`src/rtl/hcm_pkg.sv`:
```
package hcm_pkg;
    localparam logic [3:0] LINK_ACTIVE = 4'd0;
    localparam logic [3:0] LINK_SUSP   = 4'd3;
    localparam logic [3:0] LINK_RESUME = 4'd15;
endpackage

```
`src/rtl/hcm_port_track.sv`:
```
module hcm_port_track
    import hcm_pkg::*;
#(
    parameter int TMR_W = 16
) (
    input  logic             clk,
    input  logic             rst_n,
    input  logic [3:0]       link,
    input  logic             pwr,
    input  logic             usb2,
    input  logic             tick,
    input  logic [TMR_W-1:0] resume_ticks,
    input  logic             mark,
    input  logic             clr,
    output logic             susp_chg,
    output logic             resume_due
);
    typedef struct packed {
        logic [3:0]       link;
        logic             armed;
        logic             schg;
        logic             pend;
        logic [TMR_W-1:0] cnt;
    } st_t;

    st_t st_d, st_q;
    logic wake, enter;

    always_comb begin
        st_d      = st_q;
        st_d.link = link;
        wake      = st_q.armed && (link == LINK_ACTIVE) && pwr;
        enter     = usb2 && (link == LINK_RESUME) && (st_q.link != LINK_RESUME);

        st_d.armed = mark || (st_q.armed && !wake);

        if (wake) begin
            st_d.schg = 1'b1;
        end else if (clr) begin
            st_d.schg = 1'b0;
        end

        if (link != LINK_RESUME) begin
            st_d.pend = 1'b0;
            st_d.cnt  = '0;
        end else if (enter) begin
            st_d.pend = 1'b1;
            st_d.cnt  = resume_ticks;
        end else if (st_q.pend && tick && (st_q.cnt != '0)) begin
            st_d.cnt = st_q.cnt - 1'b1;
        end
    end

    always_ff @(posedge clk or negedge rst_n) begin
        if (!rst_n) begin
            st_q <= '0;
        end else begin
            st_q <= st_d;
        end
    end

    assign susp_chg   = st_q.schg;
    assign resume_due = st_q.pend && (st_q.cnt == '0);
endmodule

```
`src/rtl/hcm_scan.sv`:
```
module hcm_scan #(
    parameter int NUM_PORTS = 4,
    parameter int MAP_BYTES = (NUM_PORTS + 8) / 8,
    parameter int MAP_W     = 8 * MAP_BYTES,
    parameter int LEN_W     = $clog2(MAP_BYTES + 1),
    parameter int IDX_W     = (NUM_PORTS > 1) ? $clog2(NUM_PORTS) : 1
) (
    input  logic                 clk,
    input  logic                 rst_n,
    input  logic [NUM_PORTS-1:0] chg,
    output logic [MAP_W-1:0]     map,
    output logic [LEN_W-1:0]     len,
    output logic                 nz,
    output logic                 wrap
);
    typedef struct packed {
        logic [IDX_W-1:0] idx;
        logic [MAP_W-1:0] acc;
        logic [MAP_W-1:0] map;
        logic [LEN_W-1:0] len;
        logic             nz;
    } st_t;

    st_t st_d, st_q;
    logic [MAP_W-1:0] acc_nx;

    always_comb begin
        st_d   = st_q;
        wrap   = (st_q.idx == IDX_W'(NUM_PORTS - 1));
        acc_nx = st_q.acc | ({{(MAP_W-1){1'b0}}, chg[st_q.idx]} << (int'(st_q.idx) + 1));
        if (wrap) begin
            st_d.idx = '0;
            st_d.acc = '0;
            st_d.map = acc_nx;
            st_d.nz  = |acc_nx;
            st_d.len = (|acc_nx) ? LEN_W'(MAP_BYTES) : '0;
        end else begin
            st_d.idx = st_q.idx + 1'b1;
            st_d.acc = acc_nx;
        end
    end

    always_ff @(posedge clk or negedge rst_n) begin
        if (!rst_n) begin
            st_q <= '0;
        end else begin
            st_q <= st_d;
        end
    end

    assign map = st_q.map;
    assign len = st_q.len;
    assign nz  = st_q.nz;
endmodule

```
`src/rtl/hub_change_map.sv`:
```
module hub_change_map #(
    parameter int NUM_PORTS = 4,
    parameter int TMR_W     = 16,
    localparam int MAP_BYTES = (NUM_PORTS + 8) / 8,
    localparam int MAP_W     = 8 * MAP_BYTES,
    localparam int LEN_W     = $clog2(MAP_BYTES + 1)
) (
    input  logic                   clk,
    input  logic                   rst_n,
    input  logic [NUM_PORTS-1:0]   conn_chg,
    input  logic [NUM_PORTS-1:0]   en_chg,
    input  logic [NUM_PORTS-1:0]   oc_chg,
    input  logic [4*NUM_PORTS-1:0] link_state,
    input  logic [NUM_PORTS-1:0]   port_pwr,
    input  logic [NUM_PORTS-1:0]   port_usb2,
    input  logic                   tick,
    input  logic [TMR_W-1:0]       resume_ticks,
    input  logic [NUM_PORTS-1:0]   susp_mark,
    input  logic [NUM_PORTS-1:0]   susp_chg_clr,
    output logic [MAP_W-1:0]       chg_map,
    output logic [LEN_W-1:0]       map_len,
    output logic                   map_nz
);
    logic [NUM_PORTS-1:0] port_csc;
    logic [NUM_PORTS-1:0] port_due;
    logic [NUM_PORTS-1:0] port_chg;
    logic                 scan_wrap;

    for (genvar i = 0; i < NUM_PORTS; i++) begin : g_port
        hcm_port_track #(.TMR_W(TMR_W)) u_trk (
            .clk          (clk),
            .rst_n        (rst_n),
            .link         (link_state[4*i +: 4]),
            .pwr          (port_pwr[i]),
            .usb2         (port_usb2[i]),
            .tick         (tick),
            .resume_ticks (resume_ticks),
            .mark         (susp_mark[i]),
            .clr          (susp_chg_clr[i]),
            .susp_chg     (port_csc[i]),
            .resume_due   (port_due[i])
        );
    end

    always_comb begin
        port_chg = conn_chg | en_chg | oc_chg | port_csc | port_due;
    end

    hcm_scan #(.NUM_PORTS(NUM_PORTS)) u_scan (
        .clk   (clk),
        .rst_n (rst_n),
        .chg   (port_chg),
        .map   (chg_map),
        .len   (map_len),
        .nz    (map_nz),
        .wrap  (scan_wrap)
    );
endmodule

```
`config.mk`:
```
export PLATFORM = sky130hd
export DESIGN_NAME = hub_change_map
export DESIGN_NICKNAME = d
export VERILOG_FILES = /design/src/rtl/hcm_pkg.sv /design/src/rtl/hcm_port_track.sv /design/src/rtl/hcm_scan.sv /design/src/rtl/hub_change_map.sv
export SDC_FILE = /design/constraint.sdc
export NUM_CORES = 1
export LEC_CHECK = 0
export ABC_CLOCK_PERIOD_IN_PS = 4100
export BUFFER_PORTS_ARGS = -buffer_cell sky130_fd_sc_hd__buf_2
export CAP_MARGIN = 20
export CORE_MARGIN = 2
export CORE_UTILIZATION = 35
export DETAILED_ROUTE_END_ITERATION = 8
export HOLD_SLACK_MARGIN = 0.1
export PLACE_DENSITY_LB_ADDON = 0.15
export SKIP_CTS_REPAIR_TIMING = 1
export SYNTH_ARGS = -nofsm -noshare
export SYNTH_HDL_FRONTEND = slang
export SYNTH_HIERARCHICAL = 1
export SYNTH_SLANG_ARGS = --single-unit
```
`constraint.sdc`:
```
create_clock -name clk -period 4.1 [get_ports clk]
set_input_delay 0 -clock clk [delete_from_list [all_inputs] [get_ports clk]]
set_output_delay 0 -clock clk [all_outputs]
set_load 0.1 [all_outputs]
```
[Word level (Yosys, flattened, before mapping)]
Index checks and enable logic that the tools add are counted.
Operators by class
  shift-type cells: 1
  eq/ne operators: 13
  magnitude comparators: 1
  bitwise logic cells: 5
  add/sub/neg operators: 6
  mux-type cells: 28
  reduce and logical (&&, ||, !) cells: 65
Operators by type and width (number)
  $mux W16: 8
  $mux W17: 4
  $logic_not A16 Y1: 4
  $reduce_bool A16 Y1: 4
  $sub A16 B1 Y16 const B: 4
  $logic_and A1 B1 Y1: 32
  $ne A4 B4 Y1 const B: 8
  $shl A1 B32 Y8: 1
  $eq A4 B4 Y1 const B: 4
  $logic_not A4 Y1: 4
  $or A4 B4 Y4: 4
  $reduce_bool A2 Y1: 8
  $mux W1: 14
  $reduce_bool A3 Y1: 4
  $mux W10: 1
  $or A8 B8 Y8: 1
  $reduce_or A8 Y1: 1
  $logic_not A1 Y1: 4
  $logic_or A1 B1 Y1: 4
  $add A2 B1 Y3 const B: 1
  $lt A2 B3 Y1 const B: 1
  $add A2 B1 Y2 const B: 1
  $bmux W1 S2: 1
  $eq A2 B2 Y1 const B: 1
Storage, ports and cells
  logic and storage cells: 144
  output and inout bits: 10
  register bits: 112

[Depth between registers and ports, before layout]
Gate-level depths: netlist of run 1.
  depth after elaboration: 10
  mapped depth: 11
  gate-level depth less buffers: 10

[Modules after synthesis]
Netlist of run 1, hierarchy kept.
By module, submodules not included
  hcm_port_track at g_port[0].u_trk ...: times used 3, area an instance 1271.2 um2, cells an instance 137
  hcm_port_track at g_port[3].u_trk: times used 1, area an instance 1263.7 um2, cells an instance 133
  hcm_scan: times used 1, area an instance 849.6 um2, cells an instance 71
  hub_change_map: times used 1, area an instance 50.0 um2, cells an instance 12

[Worst setup path before layout of run 1]
OpenSTA, ideal clock, no wires.
  kind: register -> register
  start point: register g_port[1].u_trk/st_q[0] in the netlist's numbering
  end point: register u_scan.st_q (netlist bit u_scan/nz)
  data required time: 3.966 ns
  path buffers: 1
  slack: 1.933 ns
  arrival: 2.033 ns
  cell stages (with the launch flop): 12
  setup time: 0.134 ns
  cells stage by stage: dfrtp_1 -> inv_1 -> ha_1 -> or4b_1 -> buf_6 -> nor2_1 -> and2_1 -> nor2_1 -> nand2_1 -> mux2_2 -> a2111oi_1 -> a21oi_2
Between the ends
  longest elaborated chain between the ends: 8
RTL lines
  from (decl): RTL line hcm_port_track.sv:26  | st_t st_d, st_q;
  from (signal assigned): RTL line hcm_port_track.sv:58  | st_q <= st_d;
  $logic_not A16 Y1: RTL line hcm_port_track.sv:63  | assign resume_due = st_q.pend && (st_q.cnt == '0);
  $logic_and A1 B1 Y1: RTL line hcm_port_track.sv:63
  net port_due[1]: RTL line hub_change_map.sv:25  | logic [NUM_PORTS-1:0] port_due;
  $or A4 B4 Y4: RTL line hub_change_map.sv:46  | port_chg = conn_chg | en_chg | oc_chg | port_csc | port_due;
  net port_chg[1]: RTL line hub_change_map.sv:26  | logic [NUM_PORTS-1:0] port_chg;
  $bmux W1 S2: RTL line hcm_scan.sv:30  | acc_nx = st_q.acc | ({{(MAP_W-1){1'b0}}, chg[st_q.idx]} << (int'(st_q.idx) + 1));
  $mux W1 (implied by the code): RTL line hcm_scan.sv:30
  $shl A1 B32 Y8: RTL line hcm_scan.sv:30
  $or A8 B8 Y8: RTL line hcm_scan.sv:30
  $reduce_or A8 Y1: RTL line hcm_scan.sv:35  | st_d.nz = |acc_nx;
  to (signal assigned): RTL line hcm_scan.sv:47  | st_q <= st_d;
  to (decl): RTL line hcm_scan.sv:24  | st_t st_d, st_q;
The timed path passes the listed nets, and every way through them passes these cells. The select of a mux whose other input is x is not followed.
A chain may end at the register's enable or synchronous reset.

[Worst setup path after layout of run 1]
Ends and elaborated chain as after synthesis.

==> results of run 1 <==
final cells by class:
| cell class | instances | area [um2] |
|---|---|---|
| Clock buffer | 10 | 229.0 |
| Fill cell | 1643 | 9370 |
| Inverter | 21 | 78.83 |
| Clock inverter | 6 | 47.55 |
| Sequential cell | 111 | 2778 |
| Timing Repair Buffer | 126 | 918.4 |
| Tap cell | 220 | 275.3 |
| Multi-Input combinational cell | 468 | 2945 |
worst max path at each step:
stage | startpoint | end | slack, ns | depth (start not counted)
6_report | g_port[1].u_trk/st_q[0]$_DFFE_PN0P_ | u_scan/nz$_DFFE_PN0N_ | 1.56 | 10
4_1_cts | g_port[1].u_trk/st_q[0]$_DFFE_PN0P_ | u_scan/nz$_DFFE_PN0N_ | 1.57 | 10
3_3_place_gp | g_port[1].u_trk/st_q[0]$_DFFE_PN0P_ | u_scan/nz$_DFFE_PN0N_ | 1.67 | 10
5_1_grt | g_port[0].u_trk/st_q[0]$_DFFE_PN0P_ | u_scan/map[5]$_DFFE_PN0N_ | 1.34 | 10
3_5_place_dp | g_port[3].u_trk/st_q[0]$_DFFE_PN0P_ | u_scan/nz$_DFFE_PN0N_ | 1.59 | 10
2_1_floorplan | g_port[1].u_trk/st_q[0]$_DFFE_PN0P_ | u_scan/nz$_DFFE_PN0N_ | 1.93 | 11
layer usage:
metal / part of all wire, % / GRT usage (%) / vias up
met2: 48 / 30.49 / 89
met1: 48 / 25.67 / 2479
li1: - / - / 2503
met4: 1.8 / 6.667 / 0
met5: 0 / 0 / -
met3: 2.3 / 2.402 / 18
worst max-delay path, cell delays in order, from the launching register on:
cell and delay, ns:
dfrtp_1 0.38, inv_1 0.08, ha_1 0.24, or4b_1 0.39, nor2_1 0.12, and2_1 0.18
nor2_1 0.10, nand2_1 0.06, mux2_2 0.31, a2111oi_1 0.47, a21oi_2 0.10
flip-flops by register name (all words and copies together), names as in the netlist:
name	cells
u_scan/st_q	10
u_scan/map	8
g_port.u_trk/st_q	88
g_port.u_trk/susp_chg	4
u_scan/nz	1
placed cells by master, fill, tap and decap left out, drive strengths merged, types with 10 or more instances in the layout:
master and count:
nor2 60, nor4 30, mux2 11, xor2 36, o21ai 57, nand3 20
a211oi 11, inv 21, a21oi 12, dfrtp 111, nor3 18, nand2 79
xnor2 12, nand4 27, dlygate4sd3 52, clkbuf 10, buf 74
through the flow:
stage	cell area (um2)	hold slack, ns	instances
finish	7272	0.1213	962
CTS	6724	-0.2272	909
global placement	6447	0.1427	893
floorplan	5977	-0.2956	627
global route	7272	0.1709	962
detailed placement	6447	0.1477	893
cell families (layout without fill, tap and decap cells):
| family | Yosys count | after routing | synth area share [%] |
|---|---|---|---|
| compound gates | 113 | 113 | 12.10 |
| flops | 111 | 111 | 46.47 |
| simple gates | 288 | 288 | 26.46 |
| fa+ha+maj | 5 | 5 | 1.047 |
| buf+inv | 48 | 163 | 4.249 |
| xor+xnor | 48 | 48 | 7.034 |
| mux | 14 | 14 | 2.638 |
power by group through the flow:
stage / Combinational (uW) / Sequential [uW] / Clock, uW
after floorplan: 112 / 1150 / 0
after global placement: 207 / 1150 / 0
after detailed placement: 210 / 1150 / 0
after CTS: 211 / 1130 / 865
after global routing: 277 / 1130 / 913
final: 249 / 1130 / 836
==> flow_summary_export.csv, run 1 <==
group,metric,value,unit
status,status,"finished, final reports clean",
synth,yosysTopAreaCellShare,46.47,%
layout,fin_util,43.70,%
min_path,min_path_type,"input port to asynchronous set/reset pin",
worst_setup_path,rr_startpoint,"g_port[1].u_trk/st_q[0]$_DFFE_PN0P_",
worst_setup_path,worst_r2r_path_depth,10,
pwr,ir_drop,0.1873,mV
drt,vias,5089,
pwr,p_seq_share,51.0,%
layout,num-nets-final,805,
timing,slew_headroom,40.46,%
cts,cts_buffer_depth,2,
pwr,static-leakage-power,0.002979,uW
synth,synth_commonest_cells,"111 x dfrtp_1, 79 x nand2_1, 60 x nor2_1",
timing,period_needed,2.543,ns
pwr,power_frac_comb,11.2,%
synth,yosysSeqAreaShare,46.47,%
global_routing,antenna_found_initial,0,
cts,cts_tree,"done",
timing,rsz0062_at_grt,"false",
floorplanning,start_util,35.91,%
floorplanning,rows,47,
cts,cts-htree-levels,3,
synth,synth_flop_cell,"dfrtp_1",
placed_design,gp_congestion,0.8997,
global_routing,grt_pass1_wl,26540,um
timing,hold_violations,0,
layout,drive_above_1_share,16.17,%
drt,drc_errors,0,
worst_setup_path,critPathCaptureType,"register",
synth,synth_area_leaders,"dfrtp_1 46%, xor2_1 5.3%, nand2_1 5.0%",
pwr,power_density,304.3,nW/um2
floorplanning,die_w,134.7,um
floorplanning,coreArea,16640,um2
synth,syn_inst,627,
synth,async_flop_share,100.0,%
synth,yosysTopAreaCell,"dfrtp_1",
drt,drt-total-wl,16460,um
timing,final.setup.tns,0,ns
global_routing,grt-ovfl-total,0,
run,max_cap_violations,0,
worst_setup_path,cp.arrival,2.78,ns
placed_design,post-dp-hpwl,11380,um
synth,synthesis.area,5977,um2
global_routing,grt_max_degree,79,
placed_design,portBuffers,72,
pwr,p_sw,586.0,uW
cts,cts-root-buf,"clkbuf_16",
worst_setup_path,critPathRequiredTime,4.33,ns
cts,cts.sinks,111,
layout,antennaDiodeCount,0,
drt,ant_nets,0,
cts,clk_pin_slew_worst_paths,0.08,ns
worst_setup_path,critical_path.max_fanout,9,
floorplanning,die_area,18140,um2
pwr,clock_power_share,37.8,%
synth,syn-num-nets,695,
timing,setup_viol,0,
global_routing,grt_pass1_vias,5028,
placed_design,place_ws,1.591,ns
cts,cts_made_buffers,9,
pwr,power,2213,uW
timing,worstMarginPinSlew,0.8898,ns
timing,max_freq,0.3933,GHz
synth,synth.avg_cell_area,9.533,um2
floorplanning,ios,73,
pwr,p_sw_share,26.48,%
synth,synth-edff-count,0,
synth,synth-seq-cells,111,
worst_setup_path,reg2reg_setup_slack,1.56,ns
pwr,p_int,1627,uW
layout,syn2layout_area_growth,21.67,%
timing,layout_setup_ws,1.557,ns
synth,yosysUniqueCellTypes,56,
worst_setup_path,critPathKind,"register to register",
drt,drt_iter0_markers,348,
synth,yosys_warnings,6,
global_routing,grt_use_total,18.71,%
timing,skew,0.009938,ns
drt,detail_route.first_pass.iterations,5,
synth,synth.most_common_cell,"dfrtp_1",
floorplanning,die_y,134.7,um
cts,clock_latency,0.36,ns
drt,vias_per_cell,5.290,
timing,finalMaxSlewViolations,0,
worst_setup_path,r2r-end,"u_scan/nz$_DFFE_PN0N_",
timing,post-route-period-util,62.01,%
drt,routedWlPerCell,17.11,um
worst_setup_path,start_kind,"register",
Note: power is estimated with default switching activity, not from simulation.
==> inputs of run 2 (changes only) <==
--- a/config.mk
+++ b/config.mk
@@ -5,7 +5,8 @@
 export SDC_FILE = /design/constraint.sdc
 export NUM_CORES = 1
 export LEC_CHECK = 0
-export ABC_CLOCK_PERIOD_IN_PS = 4100
+export ABC_AREA = 1
+export ABC_CLOCK_PERIOD_IN_PS = 2620
 export BUFFER_PORTS_ARGS = -buffer_cell sky130_fd_sc_hd__buf_2
 export CAP_MARGIN = 20
 export CORE_MARGIN = 2
==> constraint.sdc (replaced) <==
create_clock -name clk -period 2.62 [get_ports clk]
set_input_delay 0 -clock clk [delete_from_list [all_inputs] [get_ports clk]]
set_output_delay 0 -clock clk [all_outputs]
set_load 0.1 [all_outputs]
==> run 2 against run 1 <==
  * Core utilization down 2.2 points
  * Routed wire length grew 23%
  * First-iteration DRC count increased by 49%
  * Sequential power is 55% higher
  * Synthesized cell count is 68% higher
  * Sequential share of layout area fell by 5.0 points
  * Global-route usage is 0.064 points lower
  * Final cell count rose by 48%
  * Critical path depth is 8 higher
  * Total power increased by 62%
  * Fmax is 12% higher
  * Largest cell class unchanged
==> flow_summary_export.csv, run 2 <==
group,metric,value,unit
floorplanning,start_util,35.53,%
timing,worstMarginPinSlew,0.5504,ns
floorplanning,die_area,21630,um2
global_routing,grt_pass1_wl,31680,um
timing,setup_viol,0,
global_routing,antenna_found_initial,0,
synth,syn_inst,1051,
cts,clock_latency,0.36,ns
worst_setup_path,cpPeakStageDelay,0.36,ns
layout,top_register,"g_port.u_trk/st_q",
timing,skew,0.008850,ns
pwr,power_density,429.3,nW/um2
cts,cts-htree-levels,3,
pwr,clock_power_share,39.7,%
worst_setup_path,critPathKind,"register to register",
pwr,static-leakage-power,0.004539,uW
synth,synth_commonest_cells,"388 x nand2_1, 142 x nand3_1, 128 x nor2_1",
synth,synth_flop_cell,"dfrtp_1",
synth,synth_area_leaders,"dfrtp_1 39%, nand2_1 20%, nand3_1 9.9%",
placed_design,gp_congestion,0.7938,
floorplanning,coreArea,20170,um2
worst_setup_path,cp_common_cell,"nor2_1",
synth,synth-seq-cells,111,
global_routing,grt_use_total,18.64,%
synth,yosys_warnings,6,
timing,hold_violations,0,
layout,antennaDiodeCount,0,
synth,async_flop_share,100.0,%
layout,largest_register_ff_count,88,
worst_setup_path,cp_num_buf_inv,2,
cts,cts.sinks,111,
floorplanning,die_w,147.1,um
worst_setup_path,critPathCaptureType,"register",
placed_design,post-place-cells,1367,
worst_setup_path,crit_chain,"inv_1 -> ha_1 -> nand3_2 -> nor2_1 -> nand2_1 -> nor3_1 -> nor2_1 -> nand3_1 -> inv_1 -> nand2_2 -> nand3_2 -> nand2_4 -> nand4_1 -> nand2_1 -> nor2_1 -> nand2_1 -> nor2_1 -> nor2_1",
pwr,p_int,2636,uW
pwr,power_frac_comb,11.7,%
worst_setup_path,timing.critical_path.slowest_stage_cell,"dfrtp_1",
layout,final_common_cell,"nand2_1",
worst_setup_path,critPathRequiredTime,2.92,ns
layout,fin_util,41.49,%
drt,routedWlPerCell,14.16,um
timing,period_needed,2.270,ns
drt,drc_errors,0,
synth,yosysUniqueCellTypes,30,
timing,final.setup.tns,0,ns
pwr,p_seq_share,48.6,%
cts,cts_buffer_depth,2,
synth,yosysTopAreaCell,"dfrtp_1",
synth,synth-edff-count,0,
cts,clk_pin_slew_worst_paths,0.08,ns
floorplanning,rows,52,
placed_design,post-dp-hpwl,13310,um
synth,yosysTopAreaCellShare,38.76,%
drt,ant_nets,0,
synth,yosysSeqAreaShare,38.76,%
global_routing,grt-ovfl-total,0,
synth,synth.most_common_cell,"nand2_1",
timing,max_freq,0.4406,GHz
drt,vias_per_cell,4.722,
layout,drive_above_1_share,13.69,%
pwr,p_sw,956.5,uW
worst_setup_path,cp.arrival,2.57,ns
drt,vias,6724,
worst_setup_path,start_kind,"register",
floorplanning,die_y,147.1,um
placed_design,portBuffers,72,
worst_setup_path,crit_family,"simple AND/OR/NAND/NOR gates",
pwr,p_sw_share,26.63,%
cts,cts-root-buf,"clkbuf_16",
drt,drt-total-wl,20170,um
layout,layout_common_cells,"388 x nand2_1, 142 x nand3_1, 128 x nor2_1, 111 x dfrtp_1, 100 x inv_1",
cts,cts_made_buffers,9,
global_routing,grt_pass1_vias,6025,
drt,detail_route.first_pass.iterations,5,
timing,slew_headroom,63.17,%
min_path,min_path_type,"input port to register",
synth,syn-num-nets,1119,
layout,num-nets-final,1218,
status,status,"finished, final reports clean",
worst_setup_path,critical_path.max_fanout,5,
timing,finalMaxSlewViolations,0,
cts,cts_tree,"done",
layout,syn2layout_area_growth,16.78,%
pwr,ir_drop,0.3035,mV
synth,synth.avg_cell_area,6.818,um2
timing,holdWs,0.06798,ns
timing,post-route-period-util,86.63,%
run,max_cap_violations,0,
timing,rsz0062_at_grt,"false",
global_routing,grt_max_degree,58,
layout,fin_cells,1424,
drt,drt_iter0_markers,519,
synth,synthesis.area,7166,um2
floorplanning,ios,73,
## run 2: worst reg2reg max path, stage by stage (launching register included)
cell and delay (ns):
dfrtp_1 0.36, inv_1 0.11, ha_1 0.22, nand3_2 0.12
nor2_1 0.15, nand2_1 0.09, nor3_1 0.19, nor2_1 0.11
nand3_1 0.14, inv_1 0.06, nand2_2 0.06, nand3_2 0.08
nand2_4 0.11, nand4_1 0.12, nand2_1 0.09, nor2_1 0.04
nand2_1 0.06, nor2_1 0.04, nor2_1 0.07
## run 2: power groups by stage
stage | sequential [uW] | clock, uW | combinational [uW]
floorplan | 1780 | 0 | 206
CTS | 1750 | 1480 | 381
global route | 1750 | 1540 | 470
detailed placement | 1780 | 0 | 379
global placement | 1780 | 0 | 378
finish | 1750 | 1430 | 419
## run 2: per-stage QoR
stage	instance area (um2)	setup WS, ns	total power (uW)
final	8368	0.3504	3592
after global routing	8368	0.05983	3759
after CTS	7948	0.3810	3605
after detailed placement	7654	0.4129	2159
after global placement	7654	0.4839	2158
after floorplan	7166	0.5488	1984
## run 2: kinds of logic (layout without fill, tap and decap cells)
| group | count (synthesis) | after routing | share of synthesized area, % |
|---|---|---|---|
| AND/OR/NAND/NOR | 731 | 731 | 45.29 |
| XOR/XNOR | 4 | 4 | 0.4889 |
| flip-flops | 111 | 111 | 38.76 |
| buffers and inverters | 144 | 247 | 9.900 |
| adder cells (fa/ha/maj) | 5 | 5 | 0.8731 |
| AO/OA/AOI/OAI | 56 | 56 | 4.680 |
## run 2: worst paths after layout
path / startpoint / end / slack, ns / cells past startpoint
max in group asynchronous: rst_n / g_port[3].u_trk/st_q[4]$_DFFE_PN0P_ / 1.77 / 3
setup / recovery: g_port[2].u_trk/st_q[0]$_DFFE_PN0P_ / u_scan/nz$_DFFE_PN0N_ / 0.35 / 18
hold reg to reg: u_scan/map[7]$_DFFE_PN0N_ / u_scan/map[7]$_DFFE_PN0N_ / 0.48 / 2
setup reg to reg: g_port[2].u_trk/st_q[0]$_DFFE_PN0P_ / u_scan/nz$_DFFE_PN0N_ / 0.35 / 18
min in group asynchronous: rst_n / g_port[2].u_trk/st_q[3]$_DFFE_PN0P_ / 0.09 / 2
hold / removal: resume_ticks[10] / g_port[1].u_trk/st_q[10]$_DFFE_PN0P_ / 0.07 / 5
## run 2: final cells by class
| class | instances | area, um2 |
|---|---|---|
| well taps | 270 | 337.8 |
| inverters | 111 | 431.7 |
| clock inverters | 6 | 68.82 |
| repair buffers | 121 | 848.3 |
| clock buffers | 9 | 225.2 |
| flip-flops and latches | 111 | 2778 |
| fillers | 2154 | 11800 |
| multi-input cells | 796 | 3679 |
## run 2: routing by layer
layer / wire (um) / global-route usage (%)
met3: 751 / 2.143
met1: 9897 / 26.59
met4: 312 / 5.721
met5: 0 / 0
met2: 9205 / 29.81
